File: config.mk
export PLATFORM = sky130hd
export DESIGN_NAME = match_timer
export DESIGN_NICKNAME = d
export VERILOG_FILES = /design/src/rtl/timer_pkg.sv /design/src/rtl/timer_datapath.sv /design/src/rtl/timer_ctrl.sv /design/src/rtl/match_timer.sv
export SDC_FILE = /design/constraint.sdc
export NUM_CORES = 1
export LEC_CHECK = 0
export ABC_AREA = 1
export BUFFER_PORTS_ARGS = -buffer_cell sky130_fd_sc_hd__buf_2
export CORE_MARGIN = 5
export CORE_UTILIZATION = 50
export DETAILED_ROUTE_END_ITERATION = 16
export PLACE_DENSITY_LB_ADDON = 0.08
export RECOVER_POWER = 100
export SLEW_MARGIN = 5
export SYNTH_ARGS = -nofsm -noshare
export SYNTH_HDL_FRONTEND = slang
export SYNTH_SLANG_ARGS = --single-unit
File: constraint.sdc
create_clock -name clk -period 4.3 [get_ports clk]
set_clock_uncertainty 0.2 [all_clocks]
set_input_delay 0.215 -clock clk [delete_from_list [all_inputs] [get_ports clk]]
set_output_delay 0.215 -clock clk [all_outputs]
set_load 0.01 [all_outputs]
File: src/rtl/timer_pkg.sv
package timer_pkg;
  // Register byte offsets; software decodes these
  localparam int OFS_CTRL = 'h00;
  localparam int OFS_PRE  = 'h04;
  localparam int OFS_CMP  = 'h08;
  localparam int OFS_CAP  = 'h0C;
  localparam int OFS_CNT  = 'h10;
  localparam int OFS_STAT = 'h14;

  // Control bit positions
  localparam int CB_EN   = 0;
  localparam int CB_SRC  = 1;
  localparam int CB_IRQ  = 4;
  localparam int CB_FREE = 8;

  // Strobes from control to datapath
  typedef struct packed {
    logic tick;
    logic clear;
    logic freeRun;
  } dpCtl_t;
endpackage

File: src/rtl/timer_datapath.sv
module timer_datapath
  import timer_pkg::*;
#(
  parameter int DATA_W = 32
) (
  input  logic              clk,
  input  logic              rstN,
  input  dpCtl_t            dpCtl,
  input  logic [DATA_W-1:0] prescale,
  input  logic [DATA_W-1:0] compare,
  input  logic              capIn,
  output logic [DATA_W-1:0] count,
  output logic [DATA_W-1:0] capVal,
  output logic              cmpHit,
  output logic              capHit
);
  logic [DATA_W-1:0] preCnt;
  logic [DATA_W-1:0] nextCount;
  logic              capPrev;
  logic              phaseEnd;
  logic              step;

  always_comb begin
    phaseEnd  = (preCnt >= prescale);
    step      = dpCtl.tick && phaseEnd && !dpCtl.clear;
    nextCount = (!dpCtl.freeRun && (count == compare)) ? '0 : count + 1'b1;
    cmpHit    = step && (nextCount == compare);
    capHit    = capIn && !capPrev;
  end

  always_ff @(posedge clk) begin
    if (!rstN) begin
      preCnt  <= '0;
      count   <= '0;
      capPrev <= 1'b0;
      capVal  <= '0;
    end else begin
      capPrev <= capIn;
      if (capHit) capVal <= count;
      if (dpCtl.clear) begin
        preCnt <= '0;
        count  <= '0;
      end else if (dpCtl.tick) begin
        preCnt <= phaseEnd ? '0 : preCnt + 1'b1;
        if (step) count <= nextCount;
      end
    end
  end
endmodule

File: src/rtl/timer_ctrl.sv
module timer_ctrl
  import timer_pkg::*;
#(
  parameter int DATA_W = 32,
  parameter int ADDR_W = 5
) (
  input  logic              clk,
  input  logic              rstN,
  input  logic [ADDR_W-1:0] addr,
  input  logic              wrEn,
  input  logic [DATA_W-1:0] wrData,
  input  logic              rdEn,
  output logic [DATA_W-1:0] rdData,
  input  logic              extTick,
  input  logic [DATA_W-1:0] count,
  input  logic [DATA_W-1:0] capVal,
  input  logic              cmpHit,
  input  logic              capHit,
  output dpCtl_t            dpCtl,
  output logic [DATA_W-1:0] prescale,
  output logic [DATA_W-1:0] compare,
  output logic [DATA_W-1:0] ctrlWord,
  output logic              cmpFlag,
  output logic              capFlag,
  output logic              irq
);
  logic wrCtrl, wrPre, wrCmp, wrStat;

  always_comb begin
    wrCtrl = wrEn && (addr == ADDR_W'(OFS_CTRL));
    wrPre  = wrEn && (addr == ADDR_W'(OFS_PRE));
    wrCmp  = wrEn && (addr == ADDR_W'(OFS_CMP));
    wrStat = wrEn && (addr == ADDR_W'(OFS_STAT));
    dpCtl.clear   = wrCtrl && !wrData[CB_EN];
    dpCtl.tick    = ctrlWord[CB_EN] && (ctrlWord[CB_SRC] || extTick);
    dpCtl.freeRun = ctrlWord[CB_FREE];
    irq = ctrlWord[CB_IRQ] && (cmpFlag || capFlag);
  end

  always_ff @(posedge clk) begin
    if (!rstN) begin
      ctrlWord <= '0;
      prescale <= '0;
      compare  <= '0;
      cmpFlag  <= 1'b0;
      capFlag  <= 1'b0;
    end else begin
      if (wrCtrl) ctrlWord <= wrData;
      if (wrPre)  prescale <= wrData;
      if (wrCmp)  compare  <= wrData;
      // a new event wins over a simultaneous clear
      cmpFlag <= cmpHit || (cmpFlag && !(wrStat && wrData[0]));
      capFlag <= capHit || (capFlag && !(wrStat && wrData[1]));
    end
  end

  always_comb begin
    rdData = '0;
    if (rdEn) begin
      if (addr == ADDR_W'(OFS_CTRL))      rdData = ctrlWord;
      else if (addr == ADDR_W'(OFS_PRE))  rdData = prescale;
      else if (addr == ADDR_W'(OFS_CMP))  rdData = compare;
      else if (addr == ADDR_W'(OFS_CAP))  rdData = capVal;
      else if (addr == ADDR_W'(OFS_CNT))  rdData = count;
      else if (addr == ADDR_W'(OFS_STAT)) rdData = DATA_W'({capFlag, cmpFlag});
    end
  end
endmodule

File: src/rtl/match_timer.sv
module match_timer
  import timer_pkg::*;
#(
  parameter int DATA_W = 32,
  parameter int ADDR_W = 5
) (
  input  logic              clk,
  input  logic              rstN,
  input  logic [ADDR_W-1:0] addr,
  input  logic              wrEn,
  input  logic [DATA_W-1:0] wrData,
  input  logic              rdEn,
  output logic [DATA_W-1:0] rdData,
  input  logic              extTick,
  input  logic              capIn,
  output logic              irq
);
  dpCtl_t            dpCtl;
  logic [DATA_W-1:0] prescale, compare, count, capVal, ctrlWord;
  logic              cmpHit, capHit, cmpFlag, capFlag;

  timer_ctrl #(.DATA_W(DATA_W), .ADDR_W(ADDR_W)) uCtrl (
    .clk(clk), .rstN(rstN), .addr(addr), .wrEn(wrEn), .wrData(wrData),
    .rdEn(rdEn), .rdData(rdData), .extTick(extTick), .count(count),
    .capVal(capVal), .cmpHit(cmpHit), .capHit(capHit), .dpCtl(dpCtl),
    .prescale(prescale), .compare(compare), .ctrlWord(ctrlWord),
    .cmpFlag(cmpFlag), .capFlag(capFlag), .irq(irq)
  );

  timer_datapath #(.DATA_W(DATA_W)) uDp (
    .clk(clk), .rstN(rstN), .dpCtl(dpCtl), .prescale(prescale),
    .compare(compare), .capIn(capIn), .count(count), .capVal(capVal),
    .cmpHit(cmpHit), .capHit(capHit)
  );
endmodule

==> results of run 1 <==
==> sequential cells by signal, indices dropped and copies added, names as in the netlist <==
signal and count:
uDp.count 32, uCtrl.prescale 32, uDp.preCnt 32, uCtrl.cmpFlag 1, uDp.capPrev 1, uCtrl.ctrlWord 32
uCtrl.capFlag 1, uDp.capVal 32, uCtrl.compare 32
==> path summary, 6_finish.rpt <==
kind,start,end,slack [ns]
hold reg to reg,uCtrl.cmpFlag,uCtrl.cmpFlag,0.28
hold / removal,wrEn,uCtrl.capFlag,-0.004
setup reg to reg,uDp.count[31],uCtrl.cmpFlag,0.94
setup / recovery,addr[1],uDp.count[29],0.81
==> layout make-up <==
type / count / area share, %
clock buffer: 17 / 3.47
clock inverter: 14 / 1.35
inverter: 179 / 5.47
multi-input combinational: 1152 / 47.9
sequential: 195 / 31.8
tap: 275 / 2.80
timing repair buffer: 136 / 7.20
==> routing by layer <==
| layer | vias up | GRT usage [%] |
|---|---|---|
| li1 | 5480 | - |
| met1 | 5078 | 40.6 |
| met2 | 434 | 43.6 |
| met3 | 60 | 4.78 |
| met4 | 2 | 7.48 |
| met5 | - | 0 |
==> kinds of logic (layout without fill, tap and decap cells) <==
group / after synthesis / after routing / share of synthesized area [%]
buffers and inverters: 257 / 346 / 9.18
AND/OR/NAND/NOR: 619 / 619 / 24.4
AO/OA/AOI/OAI: 455 / 455 / 22.7
XOR/XNOR: 44 / 44 / 3.57
flip-flops: 195 / 195 / 36.2
adder cells (fa/ha/maj): 34 / 34 / 3.95
==> power groups by stage <==
stage | clock [mW] | combinational, mW | sequential, mW
after floorplan | 0 | 0.246 | 1.90
after global placement | 0 | 0.345 | 1.90
after detailed placement | 0 | 0.349 | 1.90
after CTS | 1.66 | 0.380 | 1.86
after global routing | 1.73 | 0.423 | 1.86
final | 1.64 | 0.383 | 1.86
==> Yosys cell counts <==
| cell type | instances |
|---|---|
| and2_1 | 1 |
| a221oi_1 | 9 |
| nor2_2 | 15 |
| nand2_1 | 305 |
| xor2_1 | 34 |
| nor4_1 | 1 |
| buf_2 | 5 |
| a21oi_1 | 182 |
| nand2_2 | 3 |
| a21oi_2 | 1 |
| a31oi_1 | 3 |
| xnor2_1 | 10 |
| inv_2 | 11 |
| ha_1 | 34 |
| nor3_2 | 5 |
| nor3_1 | 26 |
| buf_6 | 2 |
| o21ai_0 | 207 |
| inv_1 | 168 |
| o22ai_1 | 23 |
| a21o_1 | 1 |
| o21bai_1 | 1 |
| o221ai_1 | 20 |
| dfxtp_1 | 195 |
| nand3_1 | 66 |
| nand3_4 | 1 |
| clkbuf_1 | 67 |
| buf_4 | 1 |
| buf_1 | 3 |
| or2_2 | 1 |
| o21ai_2 | 1 |
| nand4_1 | 14 |
| nor3b_1 | 7 |
| nor2_4 | 2 |
| o21ai_1 | 2 |
| and3_1 | 2 |
| a211oi_1 | 3 |
| o21a_1 | 1 |
| o31ai_1 | 1 |
| nand3_2 | 2 |
| nand3b_1 | 1 |
| nor2_1 | 167 |
==> stage by stage <==
stage / total power, mW / utilization [%] / hold slack, ns / instances
CTS: 3.90 / 58.5 / 0.00534 / 1968
finish: 3.88 / 58.0 / -0.00384 / 1968
global route: 4.02 / 58.0 / 0.0382 / 1968
floorplan: 2.14 / - / 0.113 / 1604
detailed placement: 2.25 / 53.6 / 0.217 / 1893
global placement: 2.25 / 53.6 / 0.210 / 1893
==> critical path, delay by kind of cell <==
kind / cells / cell delay (ns)
and+or+nand+nor: 3 / 0.46
AOI/OAI and AO/OA: 2 / 0.65
buffers and inverters: 5 / 2.28
==> what timing repair did <==
action                    in CTS  in global routing
buffers inserted               0                  0
hold buffers                  44                  0
hold endpoints to repair      97                  0
resized for setup              0                  0
==> results.cfg, run 1 <==
[min_path]
min_path_type = in -> reg
min_path_cells = 4

[setup_path]
critical_path_class = in -> reg
crit_chain = buf_2 -> nor2_1 -> nand3_2 -> inv_1 -> nand2_1 -> inv_1 -> clkbuf_1 -> a21oi_1 -> clkbuf_1 -> a21oi_1
crit_slowest_cell = clkbuf_1
crit_arrival_ns = 3.64
reg2regPathDepth = 17
cp_max_fo = 31
crit_required_ns = 4.45
end_kind = flop
max_stage_delay_ns = 1.15
cp-start-kind = primary input

[floorplanning]
core_area_sq_um = 21200
die_area_sq_um = 24600
die_width_um = 157
die_h_um = 157
boundaryPins = 76
fp-row-count = 53
initial_core_util_pct = 51.0

[cells_and_area]
seq_area_sq_um = 3900
multi_input_area_sq_um = 5880
design_area_sq_um = 12300
fill_cells = 2069
drive_gt1_share_pct = 7.21
mostFrequentLayoutCell = nand2_1
final_cell_mix = 306 x nand2_1, 207 x o21ai_0, 195 x dfxtp_1
syn2layout_area_growth_pct = 13.8
final_nets = 1758
antenna_cells = 0

[synthesis]
synthTopCellsByArea = dfxtp_1 36%, nand2_1 11%, o21ai_0 9.6%, a21oi_1 8.4%, inv_1 5.8%
syn_area_per_cell_sq_um = 6.72
synth_nets = 1681
yosysUniqueCellTypes = 42
ys_seq_elements = 195
synth_largest_area_cell = dfxtp_1
yosysWarnings = 0
synth_top_area_share_pct = 36.2
ys_seq_area_share_pct = 36.2
syn_area_sq_um = 10800
synthCells = 1604

[drt]
dr.max_layer_used = met5
met1_length_um = 15800
dr_wl_met3_um = 2560
wl_um = 34600
drt-initial-drc-count = 1051
postRouteAntennaNets = 0
vias = 11054
wl_met2_um = 15500
dr.pass1.iters = 5
viasPerCell = 5.62
routedWlPerCell_um = 17.6
detail_route.drc_violations = 0

[global_routing]
grt_antenna_before_repair = 1
grt_pass1_vias = 10137
grt-ovfl-total = 0
track_usage_pct = 28.1
grt_first_pass_wirelength_um = 55200
grt_max_degree = 99

[power_and_ir_drop]
cellPowerDensity_nw_per_um2 = 316
ir_worst_vdd_v = 0.000238
leakagePower_nw = 4.82
p_switching_mw = 1.05
internal-power_mw = 2.84
clock_power_share_pct = 42.2
seq_power_share_pct = 47.9
switching_share_pct = 26.9
comb_power_share_pct = 9.9

[clock_network]
root_buffer = clkbuf_16
clk_path_buf_depth = 2
cts_tree = built
clkLatencyLatePin_ns = 0.44
clk_pin_slew_ns = 0.07
clock-sinks = 195
h-tree-depth = 4
cts-buffers-inserted = 17

[timing]
whs_ns = -0.00384
rsz0062_at_grt = no
setup-tns-final_ns = 0
max_freq_mhz = 287
worst_pin_slew_ns = 2.46
maxSlewHeadroom_pct = -64.0
hold_viol_final = 1
min_period_over_period_pct = 81.1
drv_slew = 260
fin_ws_ns = 0.814
setup_viol = 0
fin_crit_ns = 3.49

[placed_design]
place.port_buffers = 75
hpwl_um = 25200
dpl_worst_slack_ns = 1.27
placedInstanceArea_sq_um = 11300
routabilityCongestion = 0.962

[outcome]
violations = hold timing, capacitance limit, slew limit
outcome = complete, but fails checks

[job]
max_cap_violations = 4
Power figures use the tool's default switching activity.
==> run 2: changes to the inputs <==
- clock period: 4.3 -> 3.2 ns (I/O delays scaled with it)
==> run 2 against run 1 <==
Compared with the run above:
- the flow finishes with violations (capacitance limit, slew limit)
- clock power rose by 43%
- core utilization up 0.43 points
- sequential share of layout area fell by 0.23 points
- worst hold slack better by 0.062 ns
- sequential cell count did not move
- critical path depth is 2 higher
- routed wire length increased by 2.4%
- power grew 38%
- non-clock buffer count up 5
- highest routed layer unchanged
- setup slack got worse by 0.67 ns
- global-route usage up 0.52 points
==> results.cfg, run 2 (synthesis gave the netlist of run 1 again) <==
[placed_design]
place.port_buffers = 75
hpwl_um = 25900
placedInstanceArea_sq_um = 11500
routabilityCongestion = 0.973

[cells_and_area]
final_nets = 1763
antenna_cells = 0
multi_input_area_sq_um = 5890
final_cell_mix = 305 x nand2_1, 207 x o21ai_0, 195 x dfxtp_1
syn2layout_area_growth_pct = 14.7
seq_area_sq_um = 3900
design_area_sq_um = 12400
mostFrequentLayoutCell = nand2_1
drive_gt1_share_pct = 8.42
fill_cells = 2088

[min_path]
min_path_type = in -> reg
hold_start = addr[4]
min_path_cells = 5
whs_endpoint = uCtrl.prescale[0]

[setup_path]
critPathBufInv = 3
max_stage_delay_ns = 0.46
reg2regPathDepth = 12
cp-start-kind = flop
critical_path_class = reg -> reg
crit_arrival_ns = 3.17
crit_family = simple AND/OR/NAND/NOR gates
r2r_end = uDp.count[7]
crit_chain = inv_1 -> ha_1 -> nand4_1 -> inv_1 -> nand2_1 -> nor4_1 -> nand4_1 -> nand3_1 -> nand2_1 -> a21oi_1 -> buf_4 -> a21oi_1
r2r_slack_ns = 0.15
crit_slowest_cell = nor4_1
r2r_start = uCtrl.prescale[31]
end_kind = flop
crit_required_ns = 3.31
cp_max_fo = 20

[timing]
worst_pin_slew_ns = 1.84
drv_slew = 30
hold_viol_final = 0
setup_viol = 0
min_period_over_period_pct = 95.4
fin_crit_ns = 3.05
maxSlewHeadroom_pct = -22.9
max_freq_mhz = 328
rsz0062_at_grt = no
setup-tns-final_ns = 0

[global_routing]
grt_antenna_before_repair = 1
track_usage_pct = 28.7
grt_max_degree = 128
grt_pass1_vias = 10302
grt_first_pass_wirelength_um = 55700
grt-ovfl-total = 0

[drt]
drt-initial-drc-count = 1071
postRouteAntennaNets = 0
dr.pass1.iters = 6
routedWlPerCell_um = 17.9
viasPerCell = 5.65
wl_um = 35400
detail_route.drc_violations = 0
vias = 11154

[clock_network]
cts_tree = built
cts_setup_buffers = 0
h-tree-depth = 4
clk_path_buf_depth = 2
clock-sinks = 195
cts-buffers-inserted = 17
clkLatencyLatePin_ns = 0.44
root_buffer = clkbuf_16
clk_pin_slew_ns = 0.08

[power_and_ir_drop]
leakagePower_nw = 4.88
ir_worst_vdd_v = 0.000372
cellPowerDensity_nw_per_um2 = 434

[outcome]
violations = capacitance limit, slew limit
outcome = complete, but fails checks

[floorplanning]
die_h_um = 157
initial_core_util_pct = 51.0
boundaryPins = 76
core_area_sq_um = 21200
die_area_sq_um = 24600
fp-row-count = 53
die_width_um = 157

[job]
max_cap_violations = 1
[run 2: cell types whose count changed in the layout (fill, tap and decap cells not counted), sizes merged]
cell	delta
dlygate4sd3	-8
clkinvlp	+1
inv	-4
buf	+10
clkinv	+1
bufinv	+1
clkbuf	+4
[run 2: worst max-delay path by stage]
stage	slack (ns)	depth (start not counted)	startpoint	to
3_5_place_dp	0.31	13	uCtrl.prescale[31]	uDp.preCnt[13]
3_3_place_gp	0.32	12	uCtrl.prescale[31]	uDp.count[7]
2_1_floorplan	0.86	14	uCtrl.prescale[31]	uDp.preCnt[11]
4_1_cts	0.28	13	uCtrl.prescale[31]	uDp.preCnt[13]
5_1_grt	0.006	18	uCtrl.prescale[1]	uDp.preCnt[9]
6_report	0.15	12	uCtrl.prescale[31]	uDp.count[7]
[run 2: worst min-delay path, delay by kind of cell]
kind,cells,cell delay (ns)
AOI/OAI and AO/OA,1,0.07
and+or+nand+nor,2,0.14
buffers and inverters,2,0.28
[run 2: per-stage QoR]
stage                     hold WS (ns)  utilization, %  power (mW)  setup slack (ns)  std cells
final                           0.0584            58.5        5.37             0.147       1973
after CTS                       0.0474            58.9        5.39             0.275       1973
after floorplan                 0.0576               -        2.88             0.863       1604
after detailed placement         0.162            54.2        3.04             0.308       1906
after global routing            0.0761            58.5        5.54           0.00638       1973
after global placement           0.158            54.2        3.04             0.323       1906
[run 2: final cells by class]
cell class | instances | area share, %
clock inverter | 13 | 1.58
tap | 275 | 2.78
sequential | 195 | 31.6
multi-input combinational | 1152 | 47.7
timing repair buffer | 141 | 7.43
clock buffer | 18 | 3.55
inverter | 179 | 5.43
[run 2: repair_timing]
action | in CTS | in global routing
hold buffers | 36 | 0
resized for setup | 0 | 0
hold endpoints to repair | 97 | 0
endpoints found under the setup margin | 0 | 0
[run 2: per-layer routing]
metal	wire (um)	share of wire [%]	track usage, %
met1	16000	45	40.9
met2	15800	45	44.2
met3	2650	7.5	4.89
met4	871	2.5	9.21
met5	11	0.031	0
[run 2: power breakdown]
group          switching (mW)  leakage, nW  total (mW)  internal, mW
Combinational           0.352         3.00       0.524         0.172
Sequential             0.0279         1.58        2.50          2.47
Clock                    1.06        0.303        2.34          1.28
Total                    1.44         4.88        5.37          3.92
